## src/rtl/uas_pkg.sv

```systemverilog
package uas_pkg;

  typedef enum logic [1:0] {
    KIND_PLAIN = 2'd0,
    KIND_EXCL  = 2'd1,
    KIND_STACK = 2'd2,
    KIND_MULTI = 2'd3
  } acc_kind_e;

  typedef enum logic [1:0] {
    ST_IDLE   = 2'd0,
    ST_FIRST  = 2'd1,
    ST_SECOND = 2'd2,
    ST_RESP   = 2'd3
  } split_state_e;

endpackage

```

## src/rtl/uas_plan.sv

```systemverilog
module uas_plan
  import uas_pkg::*;
#(
  parameter int LANES  = 4,
  parameter int OFF_W  = 2,
  parameter int SIZE_W = 2
) (
  input  logic [OFF_W-1:0]  off,
  input  logic [SIZE_W-1:0] size,
  input  logic [1:0]        kind,
  output logic [LANES-1:0]  strb_lo,
  output logic [LANES-1:0]  strb_hi,
  output logic              two_xfer,
  output logic              fault
);

  logic [2*LANES-1:0] span;
  logic               size_ok;
  logic               misalign;
  acc_kind_e          kind_e;
  int                 nbytes;

  always_comb begin
    kind_e   = acc_kind_e'(kind);
    nbytes   = 1 << size;
    size_ok  = int'(size) <= OFF_W;
    misalign = (int'(off) % nbytes) != 0;
    for (int j = 0; j < 2*LANES; j++) begin
      span[j] = (j >= int'(off)) && (j < int'(off) + nbytes);
    end
    strb_lo  = span[LANES-1:0];
    strb_hi  = span[2*LANES-1:LANES];
    two_xfer = |strb_hi;
    fault    = !size_ok || ((kind_e != KIND_PLAIN) && misalign);
  end

endmodule

```

## src/rtl/uas_steer.sv

```systemverilog
module uas_steer #(
  parameter int LANES = 4,
  parameter int OFF_W = 2
) (
  input  logic [8*LANES-1:0] data_in,
  input  logic [OFF_W-1:0]   off,
  output logic [8*LANES-1:0] data_rot
);

  for (genvar j = 0; j < LANES; j++) begin : g_lane
    logic [OFF_W-1:0] src;
    assign src = OFF_W'(j) - off;
    assign data_rot[8*j +: 8] = data_in[8*src +: 8];
  end

endmodule

```

## src/rtl/uas_merge.sv

```systemverilog
module uas_merge #(
  parameter int LANES  = 4,
  parameter int OFF_W  = 2,
  parameter int SIZE_W = 2
) (
  input  logic [8*LANES-1:0] lo_word,
  input  logic [8*LANES-1:0] hi_word,
  input  logic [OFF_W-1:0]   off,
  input  logic [SIZE_W-1:0]  size,
  output logic [8*LANES-1:0] result
);

  logic [7:0] nbytes;
  assign nbytes = 8'(1) << size;

  for (genvar i = 0; i < LANES; i++) begin : g_byte
    logic [OFF_W:0]   pos;
    logic [OFF_W-1:0] lane;
    logic [7:0]       picked;
    assign pos    = {1'b0, off} + (OFF_W+1)'(i);
    assign lane   = pos[OFF_W-1:0];
    assign picked = pos[OFF_W] ? hi_word[8*lane +: 8] : lo_word[8*lane +: 8];
    assign result[8*i +: 8] = (8'(i) < nbytes) ? picked : 8'h00;
  end

endmodule

```

## src/rtl/unaligned_splitter.sv

```systemverilog
module unaligned_splitter
  import uas_pkg::*;
#(
  parameter int ADDR_W = 32,
  parameter int DATA_W = 32
) (
  input  logic                clk,
  input  logic                rst,
  input  logic                req_valid,
  output logic                req_ready,
  input  logic [ADDR_W-1:0]   req_addr,
  input  logic [1:0]          req_size,
  input  logic                req_write,
  input  logic [1:0]          req_kind,
  input  logic [DATA_W-1:0]   req_wdata,
  output logic                rsp_done,
  output logic                rsp_fault,
  output logic [DATA_W-1:0]   rsp_rdata,
  output logic                bus_valid,
  output logic [ADDR_W-1:0]   bus_addr,
  output logic                bus_write,
  output logic [DATA_W/8-1:0] bus_strb,
  output logic [DATA_W-1:0]   bus_wdata,
  input  logic                bus_ack,
  input  logic [DATA_W-1:0]   bus_rdata
);

  localparam int LANES  = DATA_W / 8;
  localparam int OFF_W  = $clog2(LANES);
  localparam int SIZE_W = 2;

  split_state_e      state;
  logic [LANES-1:0]  strb_lo, strb_hi, hi_strb_q;
  logic              two_xfer, plan_fault, two_q;
  logic [OFF_W-1:0]  off_q;
  logic [SIZE_W-1:0] size_q;
  logic [DATA_W-1:0] rot_data, lo_word_q, merge_lo, merge_hi, merged;

  uas_plan #(.LANES(LANES), .OFF_W(OFF_W), .SIZE_W(SIZE_W)) u_plan (
    .off      (req_addr[OFF_W-1:0]),
    .size     (req_size),
    .kind     (req_kind),
    .strb_lo  (strb_lo),
    .strb_hi  (strb_hi),
    .two_xfer (two_xfer),
    .fault    (plan_fault)
  );

  uas_steer #(.LANES(LANES), .OFF_W(OFF_W)) u_steer (
    .data_in  (req_wdata),
    .off      (req_addr[OFF_W-1:0]),
    .data_rot (rot_data)
  );

  assign merge_lo = (state == ST_SECOND) ? lo_word_q : bus_rdata;
  assign merge_hi = (state == ST_SECOND) ? bus_rdata : '0;

  uas_merge #(.LANES(LANES), .OFF_W(OFF_W), .SIZE_W(SIZE_W)) u_merge (
    .lo_word (merge_lo),
    .hi_word (merge_hi),
    .off     (off_q),
    .size    (size_q),
    .result  (merged)
  );

  assign req_ready = (state == ST_IDLE);

  always_ff @(posedge clk) begin
    if (rst) begin
      state     <= ST_IDLE;
      bus_valid <= 1'b0;
      bus_addr  <= '0;
      bus_write <= 1'b0;
      bus_strb  <= '0;
      bus_wdata <= '0;
      hi_strb_q <= '0;
      two_q     <= 1'b0;
      off_q     <= '0;
      size_q    <= '0;
      lo_word_q <= '0;
      rsp_done  <= 1'b0;
      rsp_fault <= 1'b0;
      rsp_rdata <= '0;
    end else begin
      case (state)
        ST_IDLE: begin
          if (req_valid) begin
            off_q  <= req_addr[OFF_W-1:0];
            size_q <= req_size;
            if (plan_fault) begin
              rsp_done  <= 1'b1;
              rsp_fault <= 1'b1;
              rsp_rdata <= '0;
              state     <= ST_RESP;
            end else begin
              bus_valid <= 1'b1;
              bus_addr  <= {req_addr[ADDR_W-1:OFF_W], {OFF_W{1'b0}}};
              bus_write <= req_write;
              bus_strb  <= strb_lo;
              bus_wdata <= rot_data;
              hi_strb_q <= strb_hi;
              two_q     <= two_xfer;
              state     <= ST_FIRST;
            end
          end
        end
        ST_FIRST: begin
          if (bus_ack) begin
            if (two_q) begin
              lo_word_q <= bus_rdata;
              bus_addr  <= bus_addr + ADDR_W'(LANES);
              bus_strb  <= hi_strb_q;
              state     <= ST_SECOND;
            end else begin
              bus_valid <= 1'b0;
              rsp_done  <= 1'b1;
              rsp_fault <= 1'b0;
              rsp_rdata <= bus_write ? '0 : merged;
              state     <= ST_RESP;
            end
          end
        end
        ST_SECOND: begin
          if (bus_ack) begin
            bus_valid <= 1'b0;
            rsp_done  <= 1'b1;
            rsp_fault <= 1'b0;
            rsp_rdata <= bus_write ? '0 : merged;
            state     <= ST_RESP;
          end
        end
        default: begin
          rsp_done  <= 1'b0;
          rsp_fault <= 1'b0;
          state     <= ST_IDLE;
        end
      endcase
    end
  end

  // every transfer is word aligned and enables at least one lane
  assert_bus_aligned_R2: assert property (@(posedge clk) disable iff (rst)
    bus_valid |-> (bus_addr[OFF_W-1:0] == '0) && (bus_strb != '0));

  // a pending transfer holds still until acknowledged
  assert_bus_hold_R9: assert property (@(posedge clk) disable iff (rst)
    bus_valid && !bus_ack |=> bus_valid && $stable(bus_addr) &&
    $stable(bus_strb) && $stable(bus_wdata));

  // good completion only right after an acknowledged transfer
  assert_done_after_ack_R8: assert property (@(posedge clk) disable iff (rst)
    rsp_done && !rsp_fault |-> $past(bus_valid && bus_ack));

  // completion is a single-cycle pulse
  assert_done_pulse_R8: assert property (@(posedge clk) disable iff (rst)
    rsp_done |=> !rsp_done);

  // no new request accepted while bus activity is open
  assert_ready_quiet_R8: assert property (@(posedge clk) disable iff (rst)
    !(req_ready && bus_valid));

  // a faulted completion never follows a bus transfer
  assert_fault_no_bus_R6: assert property (@(posedge clk) disable iff (rst)
    rsp_done && rsp_fault |-> !bus_valid && !$past(bus_valid));

endmodule

```

## config.mk

```make
export PLATFORM = sky130hd
export DESIGN_NAME = unaligned_splitter
export DESIGN_NICKNAME = d
export VERILOG_FILES = /design/src/rtl/uas_pkg.sv /design/src/rtl/uas_plan.sv /design/src/rtl/uas_steer.sv /design/src/rtl/uas_merge.sv /design/src/rtl/unaligned_splitter.sv
export SDC_FILE = /design/constraint.sdc
export NUM_CORES = 1
export LEC_CHECK = 0
export ABC_AREA = 1
export BUFFER_PORTS_ARGS = -buffer_cell sky130_fd_sc_hd__buf_2
export CORE_UTILIZATION = 30
export CTS_CLUSTER_SIZE = 24
export DETAILED_ROUTE_END_ITERATION = 6
export PLACE_DENSITY_LB_ADDON = 0.2
export SLEW_MARGIN = 20
export SYNTH_ARGS = -nofsm -noshare
export SYNTH_HDL_FRONTEND = slang
export SYNTH_SLANG_ARGS = --single-unit
```

## constraint.sdc

```tcl
create_clock -name clk -period 31.7 [get_ports clk]
set_clock_uncertainty 0.1 [all_clocks]
set_input_delay 0 -clock clk [delete_from_list [all_inputs] [get_ports clk]]
set_output_delay 0 -clock clk [all_outputs]
set_load 0.01 [all_outputs]
```

# Yosys cells after proc, flatten, opt, wreduce, memory -nomap -nowiden
# Cells that the tools add are included.
word_totals:
  elab_cells: 128
  reg_bits: 147
  out_inout_bits: 105
  inputBits: 105
op_classes:
  order_cmp: 16
  n_reduce_logical: 20
  shift: 13
  addsub: 9
  div_mod_pow: 1
  n_bitwise: 1
  mux: 45
  n_eq_ne: 9
ops:
  columns: ["op", "count"]
  rows:
  - ["2-to-1 mux 32 bit", 12]
  - ["indexed part select 32 x 6 -> 8 bit", 11]
  - ["less-than comparator 4 x 32 -> 1 bit (first input constant)", 4]
  - ["one-hot mux 32 bit (3 select lines)", 1]
  - ["less-than comparator 3 x 32 -> 1 bit (first input constant)", 2]
  - ["one-hot mux 32 bit (2 select lines)", 1]
  - ["2-to-1 mux 8 bit", 7]
  - ["adder 3 x 32 -> 32 bit", 1]
  - ["adder 32 x 3 -> 32 bit (second input constant)", 1]
  - ["less-than comparator 1 x 32 -> 1 bit (first input constant)", 1]
  - ["less-than comparator 2 x 32 -> 1 bit (first input constant)", 1]
  - ["remainder unit 3 x 32 -> 32 bit", 1]
  - ["nonzero test 32 bit", 1]
  - ["left shift 1 x 2 -> 32 bit (first input constant)", 1]
  - ["less-than comparator 1 x 8 -> 1 bit (first input constant)", 2]
  - ["less-than comparator 2 x 8 -> 1 bit (first input constant)", 2]
  - ["2-to-1 mux 4 bit", 4]
  - ["!= test 2 bit (second input constant)", 6]
  - ["AND reduction 6 bit", 2]
  - ["2-to-1 mux 1 bit", 11]
  - ["AND reduction 5 bit", 2]
  - ["one-hot mux 1 bit (3 select lines)", 3]
  - ["AND reduction 3 bit", 3]
  - ["2-to-1 mux 2 bit", 4]
  - ["22 further kinds", 30]

# Logic depth before layout (Yosys ltp)
depth:
  ltp_word: 9
  depth_mapped: 231

# Hierarchy
# From an unflattened synthesis, not the netlist that was laid out.
hier_totals:
  hier_cells: 5405
  hier_area_um2: 31606.6
modules_own_cells:
  columns: ["mod", "area_per_inst_um2", "seq_area_each_um2", "cells_per_inst", "instances"]
  rows:
  - ["uas_plan", 21575.7, 0.0, 3644, 1]
  - ["unaligned_splitter", 7119.3, 2902.8, 1077, 1]
  - ["uas_merge", 1938.1, 0.0, 456, 1]
  - ["uas_steer", 973.4, 0.0, 228, 1]

# Worst setup path after synthesis
# Ideal clock, no wire load.
synth_timing:
  path_type: "in2reg"
  startpoint: "in req_size[1]"
  endpoint: "reg rsp_rdata[5]"
  required_time_ps: 31486
  setup_slack_ps: 1750
  setup_ps: 114
  t_arrival_ps: 29736
  path_stages: 216
  path_cell_list: "clkbuf_1 inv_1 ha_1 inv_2 clkbuf_1 buf_1 ha_1 buf_4 nand3_2 nand3_4 nand2_1 nand3_2 nand2_4 nand3_2 nand2_1 nand2_2 nor2_2 nand4_2 [180 not listed] nand3_1 nor2_2 nand2_2 buf_6 nand2_1 nand2_1 nor2_1 nand3_1 nor2_1 nand2_1 nand2_4 nand3_2 nand2_4 buf_8 buf_12 nand2_4 nand2_1 nor2_2"
synth_between:
  elab_chain_len: 7
  elab_cells_between_ends: 9
  cone_classes: "div (1); order compare (1); eq/ne (1); shift (1); reduce/logical (5)"
synth_lines:
  columns: ["item", "line_no", "source"]
  rows:
  - ["start: declaration", "unaligned_splitter.sv:12", "input logic [1:0] req_size,"]
  - ["left shift 1 x 2 -> 32 bit", "uas_plan.sv:25", "nbytes = 1 << size;"]
  - ["remainder unit 3 x 32 -> 32 bit", "uas_plan.sv:27", "misalign = (int'(off) % nbytes) != 0;"]
  - ["nonzero test 32 bit", "uas_plan.sv:27", null]
  - ["logical AND 1 bit", "uas_plan.sv:34", "fault = !size_ok || ((kind_e != KIND_PLAIN) && misalign);"]
  - ["logical OR 1 bit *", "uas_plan.sv:34", null]
  - ["!= test 2 x 1 -> 1 bit (no source line) *", null, null]
  - ["AND reduction 6 bit (no source line) *", null, null]
  - ["end signal: assignment", "unaligned_splitter.sv:118", "rsp_rdata <= bus_write ? '0 : merged;"]
  - ["end signal: assignment", "unaligned_splitter.sv:128", "rsp_rdata <= bus_write ? '0 : merged;"]
  - ["end: declaration", "unaligned_splitter.sv:18", "output logic [DATA_W-1:0] rsp_rdata,"]
# Every way passes the cells marked *; elsewhere a longest branch is shown, timed or not.
# A chain may end at the register's enable or synchronous reset.

# Final worst setup path
layout_timing:
  startpoint: "in req_size[0]"
  endpoint: "reg bus_addr[13]"
layout_between:
  elab_chain_len: 7
  elab_cells_between_ends: 9
  cone_classes: "div (1); order compare (1); eq/ne (1); shift (1); reduce/logical (5)"
layout_lines:
  columns: ["item", "line_no", "source"]
  rows:
  - ["left shift 1 x 2 -> 32 bit", "uas_plan.sv:25", null]
  - ["remainder unit 3 x 32 -> 32 bit", "uas_plan.sv:27", null]
  - ["nonzero test 32 bit", "uas_plan.sv:27", null]
  - ["logical AND 1 bit", "uas_plan.sv:34", null]
  - ["logical OR 1 bit *", "uas_plan.sv:34", null]
  - ["!= test 2 bit (no source line) *", null, null]
  - ["AND reduction 5 bit (no source line) *", null, null]
  - ["end signal: assignment", "unaligned_splitter.sv:97", "bus_addr <= {req_addr[ADDR_W-1:OFF_W], {OFF_W{1'b0}}};"]
  - ["end signal: assignment", "unaligned_splitter.sv:111", "bus_addr <= bus_addr + ADDR_W'(LANES);"]
  - ["end: declaration", "unaligned_splitter.sv:20", "output logic [ADDR_W-1:0] bus_addr,"]
# Marks and branches as above.

==> results.toml <==
[clock_network]
cts_sinks = 145
cts_buffers = 17
cts_buffer_depth = 2
cts_tree = "yes"
h-tree-depth = 4
cts.clk_slew.worst_paths_ns = 0.07
worstSkewPairLatency_ns = 0.46
cts_root_buffer = "clkbuf_16"

[floorplanning]
rows = 112
die_w_um = 309
pin_count = 210
core_area_sq_mm = 0.0933
start_util_pct = 30.3
fp.dieH_um = 309
dieArea_sq_mm = 0.0956

[synth]
synthCells = 5021
synth_edf_count = 0
yosys_warnings = 0
synth.avg_cell_area_sq_um = 5.64
synth.distinct_cells = 69
synth_seq_area_share_pct = 10.3
ys_ff_latch = 145
synth.cell_area_sq_mm = 0.0283
ys.flop_type = "dfxtp_1"
synth-async-reset-ratio_pct = 0

[global_route]
use_met3_pct = 3.23
grt_remaining_overflow = 0
grt_util_met2_pct = 37.0
grt_pass1_vias = 30800
use_met1_pct = 31.0
grt_max_degree = 90
antenna_found_initial = 9
grt_pass1_wl_mm = 172
grt_busiest_layer = "met2"
grt_usage_pct = 22.6

[critical_path]
slowest_stage = "dlygate4sd3_1"
critPathCaptureType = "flip-flop"
reg2reg_depth = 11
startpoint_type = "primary input"
r2r_setup_slack_ns = 27.25
crit_type = "in2reg"
critical_path.max_stage_delay_ns = 0.59
r2r_end = "rsp_rdata[25]"
crit_arrival_ns = 29.04
critPathMaxFanout = 20
cp.required_ns = 31.95
r2r_start = "off_q[0]"
crit_path_frequent_cell = "nand2_1"

[min_path]
hold_depth = 7
hold-path-endpoint = "bus_wdata[15]"
min_path_type = "in2reg"
min_from = "req_wdata[15]"

[sta]
setup_viol = 0
hold_ws_ns = 0.0226
finalCriticalPeriod_ns = 28.79
setup_ws_ns = 2.91
worstMarginPinSlew_ns = 1.12
fin_tns_setup_ns = 0
relSlewSlack_pct = 24.5
fin_crit_sh_pct = 90.8
hold_viol_final = 0
slew_violations = 0
rsz0062_at_grt = "false"
fmax_mhz = 34.7

[power_and_ir_drop]
p_leak_nw = 15.6
p_per_area_mw_per_mm2 = 90.4
irDropWorstVdd_v = 0.0000508

[layout]
seq_area_sq_mm = 0.00290
final_cell_mix = "1,421 x nand2_1, 593 x nor2_1, 588 x inv_1"
multi_input_area_sq_mm = 0.0217
fillerInstances = 10700
drive_gt1_share_pct = 18.5
final_nets = 5480
syn2layout_area_growth_pct = 14.5
fin_util_pct = 34.7
mostFrequentLayoutCell = "nand2_1"

[place]
dpl_worst_slack_ns = 0.135
gp_congestion = 0.972
port_buffers = 207
place_hpwl_mm = 88.7

[status]
status = "completed"

[drt]
drtAntennaViolNets = 0
drc = 0
via_per_inst = 5.02
route.final.wire_length_mm = 113
wl_per_cell_um = 17.1
drtPass1Iterations = 6
vias = 33000
drt_iter0_markers = 2428

[job]
maxCapViolCount = 0
==> report_power, final <==
group / internal (mW) / switching, mW / total (mW)
Combinational: 0.727 / 1.73 / 2.46
Clock: 0.111 / 0.0964 / 0.208
Sequential: 0.222 / 0.0440 / 0.266
Total: 1.06 / 1.87 / 2.93
==> area by class of cell <==
type	count	share of cell area, %
diodes	5	0.0386
clock buffers	19	1.37
clock inverters	13	0.386
inverters	670	7.91
multi-input cells	4037	67.0
flip-flops and latches	145	8.96
well taps	1254	4.84
repair buffers	437	9.48
==> synthesized netlist by cell type (8+ instances only) <==
cell      count  share of area (%)
mux2i_1      43                1.5
a31oi_1      10               0.22
inv_2        42               0.56
inv_1       592                7.8
nand4_1     161                3.6
a21oi_2      26               0.80
o21ai_0     215                3.8
nand3b_1     38                1.0
xor2_1       82                2.5
buf_8        16               0.85
o21ai_2      27               0.84
nand2_4      63                2.5
a21oi_1     208                3.7
buf_12        8               0.57
nand3_1     427                7.5
buf_6        27                1.1
clkbuf_1     80                1.1
nand3_4      24                1.5
dfxtp_1     145                 10
ha_1         65                2.9
nor2_2       78                1.7
nand2_2     160                3.5
a221oi_1      8               0.25
clkinv_2      9               0.16
nand2_1    1422                 19
nor2_4       40                1.6
o21bai_1     15               0.40
o21ai_1      62                1.1
nor2_1      600                8.0
nor3_1       39               0.69
o211ai_1     20               0.53
or2_2         8               0.18
buf_2        12               0.21
nand3_2      96                3.4
clkbuf_8     16               0.78
clkinv_1     21               0.28
xnor2_1      26               0.80
==> per-stage QoR <==
stage / cell area [sq um] / power [mW] / instances
floorplan: 28300 / 2.09 / 5022
CTS: 31900 / 2.89 / 6542
finish: 32400 / 2.93 / 6580
global route: 32400 / 3.22 / 6579
global placement: 30200 / 2.67 / 6391
detailed placement: 30200 / 2.65 / 6391
==> worst max-delay path by stage <==
stage / start / to / slack (ns) / cells past startpoint
detailed placement: req_size[1] / hi_strb_q[2] / 0.13 / 190
floorplan: req_size[1] / rsp_rdata[5] / 1.75 / 216
finish: req_size[0] / bus_addr[13] / 2.91 / 196
global placement: req_size[1] / hi_strb_q[2] / 0.80 / 195
CTS: req_size[0] / bus_addr[13] / 0.03 / 192
global route: req_size[0] / bus_addr[21] / 0.01 / 200
==> worst max-delay path: cells and delay by family <==
family	cells	cell delay (ns)
adder cells (fa/ha/maj)	15	4.80
AO/OA/AOI/OAI	35	5.26
AND/OR/NAND/NOR	121	15.52
buffers and inverters	25	3.34
==> flip-flops by register name, summed over array words and instances, names as in the netlist <==
name / flops
bus_wdata: 32
lo_word_q: 32
rsp_rdata: 32
bus_addr: 30
bus_strb: 4
hi_strb_q: 4
off_q: 2
size_q: 2
state: 2
bus_valid: 1
bus_write: 1
rsp_done: 1
rsp_fault: 1
two_q: 1
==> cells by family after synthesis <==
kind of cell | after synthesis | synth area share [%]
AO/OA/AOI/OAI | 629 | 12.8
XOR/XNOR | 108 | 3.34
adder cells (fa/ha/maj) | 67 | 3.01
buffers and inverters | 847 | 14.0
flip-flops | 145 | 10.3
multiplexers | 43 | 1.52
other | 1 | 0.0132
AND/OR/NAND/NOR | 3181 | 55.1
==> per-layer routing <==
layer	share of wire [%]	routed length [um]
met5	0.020	22
met4	2.2	2510
met3	5.8	6570
met2	45	50400
met1	47	53100
==> timing repair <==
action                                 in CTS  in global routing
hold buffers                              119                  0
setup endpoints to repair                   0                108
setup buffers                               0                 26
resized for setup                           0                 52
endpoints found under the hold margin      89                  0
(Power assumes the default switching activity.)
